--- src/rtl/rt_cmd_filter_pkg.sv ---
package rt_cmd_filter_pkg;

    localparam int ADDR_W = 5;
    localparam int SA_W   = 5;
    localparam int MC_W   = 5;
    localparam logic [ADDR_W-1:0] BCAST_ADDR = '1;
    localparam logic [SA_W-1:0]   MODE_SA_LO = '0;
    localparam logic [SA_W-1:0]   MODE_SA_HI = '1;

    typedef struct packed {
        logic [ADDR_W-1:0] rt_addr;
        logic              tr;
        logic [SA_W-1:0]   subaddr;
        logic [MC_W-1:0]   wc_mc;
    } cmd_word_t;

    typedef enum logic [1:0] {
        DEST_NONE  = 2'd0,
        DEST_OWN   = 2'd1,
        DEST_BCAST = 2'd2
    } dest_e;

    typedef struct packed {
        logic accept;
        logic bcast;
        logic respond;
        logic upd_last;
    } verdict_t;

    // Receive-direction undefined set: 0..16, 18, 19
    function automatic logic undef_rx(input logic [MC_W-1:0] code);
        return (code <= 5'd16) || (code == 5'd18) || (code == 5'd19);
    endfunction

    // Transmit-direction undefined set: 17, 20, 21
    function automatic logic undef_tx(input logic [MC_W-1:0] code);
        return (code == 5'd17) || (code == 5'd20) || (code == 5'd21);
    endfunction

endpackage

--- src/rtl/rt_own_addr_check.sv ---
module rt_own_addr_check
    import rt_cmd_filter_pkg::*;
(
    input  logic [ADDR_W-1:0] own_addr,
    input  logic              own_addr_par,
    input  logic              run_en,
    output logic              par_ok,
    output logic              active
);
    always_comb begin
        par_ok = ^{own_addr, own_addr_par};
        active = run_en && par_ok;
    end
endmodule

--- src/rtl/rt_mode_decode.sv ---
module rt_mode_decode
    import rt_cmd_filter_pkg::*;
(
    input  cmd_word_t cmd,
    output logic      is_mode,
    output logic      is_undef
);
    always_comb begin
        is_mode  = (cmd.subaddr == MODE_SA_LO) || (cmd.subaddr == MODE_SA_HI);
        is_undef = is_mode && (cmd.tr ? undef_tx(cmd.wc_mc) : undef_rx(cmd.wc_mc));
    end
endmodule

--- src/rtl/rt_dest_select.sv ---
module rt_dest_select
    import rt_cmd_filter_pkg::*;
(
    input  logic [ADDR_W-1:0] rt_addr,
    input  logic [ADDR_W-1:0] own_addr,
    input  logic              bcast_off,
    output dest_e             dest
);
    always_comb begin
        if (rt_addr == BCAST_ADDR)
            dest = bcast_off ? DEST_NONE : DEST_BCAST;
        else if (rt_addr == own_addr)
            dest = DEST_OWN;
        else
            dest = DEST_NONE;
    end
endmodule

--- src/rtl/rt_cmd_filter.sv ---
module rt_cmd_filter
    import rt_cmd_filter_pkg::*;
(
    input  logic       clk,
    input  logic       rst,
    input  logic       cmd_valid,
    input  logic [4:0] cmd_rt_addr,
    input  logic       cmd_tr,
    input  logic [4:0] cmd_subaddr,
    input  logic [4:0] cmd_wc_mc,
    input  logic [4:0] own_addr,
    input  logic       own_addr_par,
    input  logic       run_en,
    input  logic       bcast_off,
    input  logic       undef_mc_off,
    input  logic       illegal_hit,
    output logic       cmd_accept,
    output logic       cmd_bcast,
    output logic       cmd_respond,
    output logic       cmd_upd_last,
    output logic       addr_par_fail
);
    cmd_word_t cmd;
    logic      par_ok, active, is_mode, is_undef, recog, illegal;
    dest_e     dest;
    verdict_t  nxt, q;
    logic      par_fail_q;

    assign cmd = '{rt_addr: cmd_rt_addr, tr: cmd_tr, subaddr: cmd_subaddr, wc_mc: cmd_wc_mc};

    rt_own_addr_check u_addr_chk (
        .own_addr    (own_addr),
        .own_addr_par(own_addr_par),
        .run_en      (run_en),
        .par_ok      (par_ok),
        .active      (active)
    );

    rt_mode_decode u_mode (
        .cmd     (cmd),
        .is_mode (is_mode),
        .is_undef(is_undef)
    );

    rt_dest_select u_dest (
        .rt_addr  (cmd.rt_addr),
        .own_addr (own_addr),
        .bcast_off(bcast_off),
        .dest     (dest)
    );

    always_comb begin
        recog        = cmd_valid && active && (dest != DEST_NONE);
        illegal      = illegal_hit || (undef_mc_off && is_undef);
        nxt.accept   = recog && !illegal;
        nxt.bcast    = recog && (dest == DEST_BCAST);
        nxt.respond  = recog && (dest == DEST_OWN);
        nxt.upd_last = recog;
    end

    always_ff @(posedge clk) begin
        if (rst) begin
            q          <= '0;
            par_fail_q <= 1'b0;
        end else begin
            q          <= nxt;
            par_fail_q <= !par_ok;
        end
    end

    assign cmd_accept    = q.accept;
    assign cmd_bcast     = q.bcast;
    assign cmd_respond   = q.respond;
    assign cmd_upd_last  = q.upd_last;
    assign addr_par_fail = par_fail_q;

    // A broadcast never gets a status reply
    assert_bcast_silent_R5: assert property (@(posedge clk) disable iff (rst)
        !(cmd_bcast && cmd_respond));

    // Nothing issued when no strobe preceded
    assert_idle_quiet_R1: assert property (@(posedge clk) disable iff (rst)
        !cmd_valid |=> !(cmd_accept || cmd_bcast || cmd_respond || cmd_upd_last));

    // Stopped terminal stays silent
    assert_halt_quiet_R2: assert property (@(posedge clk) disable iff (rst)
        !run_en |=> !(cmd_upd_last || cmd_respond));

    // Failed parity flag and any activity are exclusive
    assert_par_block_R3: assert property (@(posedge clk) disable iff (rst)
        addr_par_fail |-> !(cmd_upd_last || cmd_accept));

    // Ignored address 31 touches nothing
    assert_bcast_off_R6: assert property (@(posedge clk) disable iff (rst)
        (bcast_off && cmd_rt_addr == 5'd31) |=> !cmd_upd_last);

    // An acceptance always implies a record update
    assert_accept_recog_R11: assert property (@(posedge clk) disable iff (rst)
        cmd_accept |-> cmd_upd_last);
endmodule

--- config.mk ---
export PLATFORM = sky130hd
export DESIGN_NAME = rt_cmd_filter
export DESIGN_NICKNAME = d
export VERILOG_FILES = /design/src/rtl/rt_cmd_filter_pkg.sv /design/src/rtl/rt_own_addr_check.sv /design/src/rtl/rt_mode_decode.sv /design/src/rtl/rt_dest_select.sv /design/src/rtl/rt_cmd_filter.sv
export SDC_FILE = /design/constraint.sdc
export NUM_CORES = 1
export LEC_CHECK = 0
export ABC_CLOCK_PERIOD_IN_PS = 2500
export BUFFER_PORTS_ARGS = -buffer_cell sky130_fd_sc_hd__buf_2
export CAP_MARGIN = 20
export CORE_AREA = 10 10 47 49
export DETAILED_ROUTE_END_ITERATION = 10
export DIE_AREA = 0 0 57 59
export GPL_TIMING_DRIVEN = 1
export SLEW_MARGIN = 15
export SYNTH_ARGS = -nofsm -noshare
export SYNTH_HDL_FRONTEND = slang
export SYNTH_SLANG_ARGS = --single-unit
--- constraint.sdc ---
create_clock -name clk -period 2.5 [get_ports clk]
set_clock_uncertainty 0.15 [all_clocks]
set_input_delay 0.375 -clock clk [delete_from_list [all_inputs] [get_ports clk]]
set_output_delay 0.375 -clock clk [all_outputs]
set_load 0.02 [all_outputs]
==> metrics.txt <==
Worst path depth=5; hold_ws=154 ps; Setup TNS=0 ps; PwrDens=442 nW/um2; Inserted Clock Buffers=3; Hold Vio Cnt, Final=0; final-report setup violation count=0; Seq cells post-synth=5; clock sink count=5; Unique masters post-synth=20; fillers=roughly 160; die footprint=3360 um2; Clock transition at path regs=50 ps; Via-to-Cell Ratio=between 4 and 5; total number of vias=around 400; Detailed Place HPWL=1010 um; Max-cap violations=0; core area=1400 um2; Starting Density=between 20 and 30%; drt initial violations=0; PostCTS Resize Cnt=0; layout cell share with drive strength beyond 1=a little over half; Routed Antenna Nets=0; post-CTS setup buffer count=0; Crit path required time=2480 ps; clk root buf=clkbuf_4; largest net degree at the start of global routing=5; Critical Path End=cmd_respond; Worst Tran Pin Value=315 ps; final period utilization=59.3%; first-pass GRT wire length=1770 um; crit path DAT=1470 ps; Cells after Synth=36; Final #Nets=between 100 and 150; # DRC=0; f_max=just under 700 MHz; RSZ-0062 raised after global routing=no; n_diodes=0; Critical Path Slowest Stage Cell=xnor3_2; global placement routability congestion=~0.66; final WL=1090 um; Ys Warns=0; Syn-to-layout area delta=59.5%; LEAKAGE=~0.30 nW; H-tree levels=1; hold_buf cts=0; Period minus WS final=between 1000 and 1500 ps; # rows=14; CP delay by family, top=XOR/XNOR gates; vias in the first global route=476; synthesized net count=65; Initial DRT Pass Iterations=1; die width=57 um; IO Count=34; synthesized area per cell=9.87 um2; I/O Buffers=33; crit-path cells=buf_2 > xnor2_1 > xnor3_2 > nand4b_4 > and3b_2; Die Ht=59 um; Rel. slew slack=between 70% and 80%; status=completed; TritonCTS clock tree=yes; worst-path fanout max=4; Crit. Startpoint=own_addr[2]; global route overflow=0; sequential element share of the synthesized area=28.2%; type of origin of the critical path=input port; Slowest Stage Delay on Critical Path=410 ps; CP Capture Type=register; clock buffer depth=2; Final Max Tran Viols=0; antenna violations before repair=0; Synth Cell Area=355 um2; Min-Delay Path Class=in2reg; WS Path Type=in2reg; Worst VDD drop=0.354 mV; CP bufs+invs=1; Avg WL per Cell=12.3 um; Global Route Usage Sum=6.63%
==> synthesized netlist by cell type, drive strengths merged <==
cell | count | area, um2
dfxtp | 5 | 100
xor2 | 5 | 43.8
nor2 | 4 | 15.0
xnor2 | 3 | 26.3
and3 | 2 | 12.5
nand2b | 2 | 12.5
nand4b | 2 | 32.5
o21ai | 2 | 10.0
a2111oi | 1 | 15.0
a21boi | 1 | 7.51
a21oi | 1 | 5.00
a311oi | 1 | 8.76
and3b | 1 | 10.0
inv | 1 | 3.75
mux2i | 1 | 10.0
nand4 | 1 | 6.26
nor3 | 1 | 5.00
or4 | 1 | 7.51
xnor3 | 1 | 23.8
==> metrics by stage <==
stage	setup slack, ps	total power, mW	cell area [um2]	cells	util [%]
after floorplan	965	0.125	355	36	-
after global placement	805	0.159	541	85	38.6
after detailed placement	747	0.160	541	85	38.6
after CTS	1010	0.257	567	89	40.4
after global routing	960	0.267	567	89	40.4
final	1020	0.250	567	89	40.4
==> cell usage in the layout (no fill, tap or decap) <==
cell type and count:
nor2_1 4, nor3_1 1, clkbuf_1 1, buf_2 33, nand4_1 1, xor2_1 5, xnor2_1 3, or4_1 1
a2111oi_2 1, a21oi_1 1, and3_1 2, inv_1 1, xnor3_2 1, a21boi_0 1, clkbuf_4 3, o21ai_0 2
dfxtp_1 5, nand2b_1 2, and3b_2 1, mux2i_1 1, nand4b_1 1, nand4b_4 1, a311oi_1 1
==> registers in the layout, summed over array words and instances, names as in the netlist <==
name,cells
addr_par_fail,1
cmd_accept,1
cmd_respond,1
cmd_upd_last,1
cmd_bcast,1
==> layout make-up <==
type | instances | area, um2 | share of cell area [%]
Clock buffer | 4 | 26.3 | 4.64
Tap cell | 16 | 20.0 | 3.53
Sequential cell | 5 | 100 | 17.7
Inverter | 1 | 3.75 | 0.662
Timing Repair Buffer | 33 | 165 | 29.1
Multi-Input combinational cell | 30 | 251 | 44.4
==> power by group <==
part	internal (mW)	switching [mW]	leakage [nW]
sequential	0.0832	0.000729	0.0405
combinational	0.0403	0.0334	0.247
clock	0.0603	0.0325	0.0150
==> kinds of logic (layout without fill, tap and decap cells) <==
kind of cell	after synthesis	after routing	synth area share (%)
muxes	1	1	2.82
buffers and inverters	1	38	1.06
xor gates and xnor gates	9	9	26.4
DFF	5	5	28.2
AOI/OAI and AO/OA	6	6	13.0
and+or+nand+nor	14	14	28.5
==> routing by layer <==
| layer | GRT usage (%) | vias to the layer above | share of wire [%] |
|---|---|---|---|
| met5 | 0 | - | 0 |
| met4 | 2.01 | 0 | 0 |
| met3 | 6.87 | 0 | 16 |
| met2 | 11.8 | 24 | 49 |
| met1 | 4.68 | 176 | 35 |
| li1 | - | 206 | - |
==> worst min path at each step <==
stage                     from            end  cells past startpoint
after CTS                  rst  addr_par_fail                      2
after global routing       rst  addr_par_fail                      2
after global placement     rst  addr_par_fail                      2
final                      rst  addr_par_fail                      2
after detailed placement   rst  addr_par_fail                      2
after floorplan            rst  addr_par_fail                      1
No activity file was read; power rests on OpenSTA's default activity.
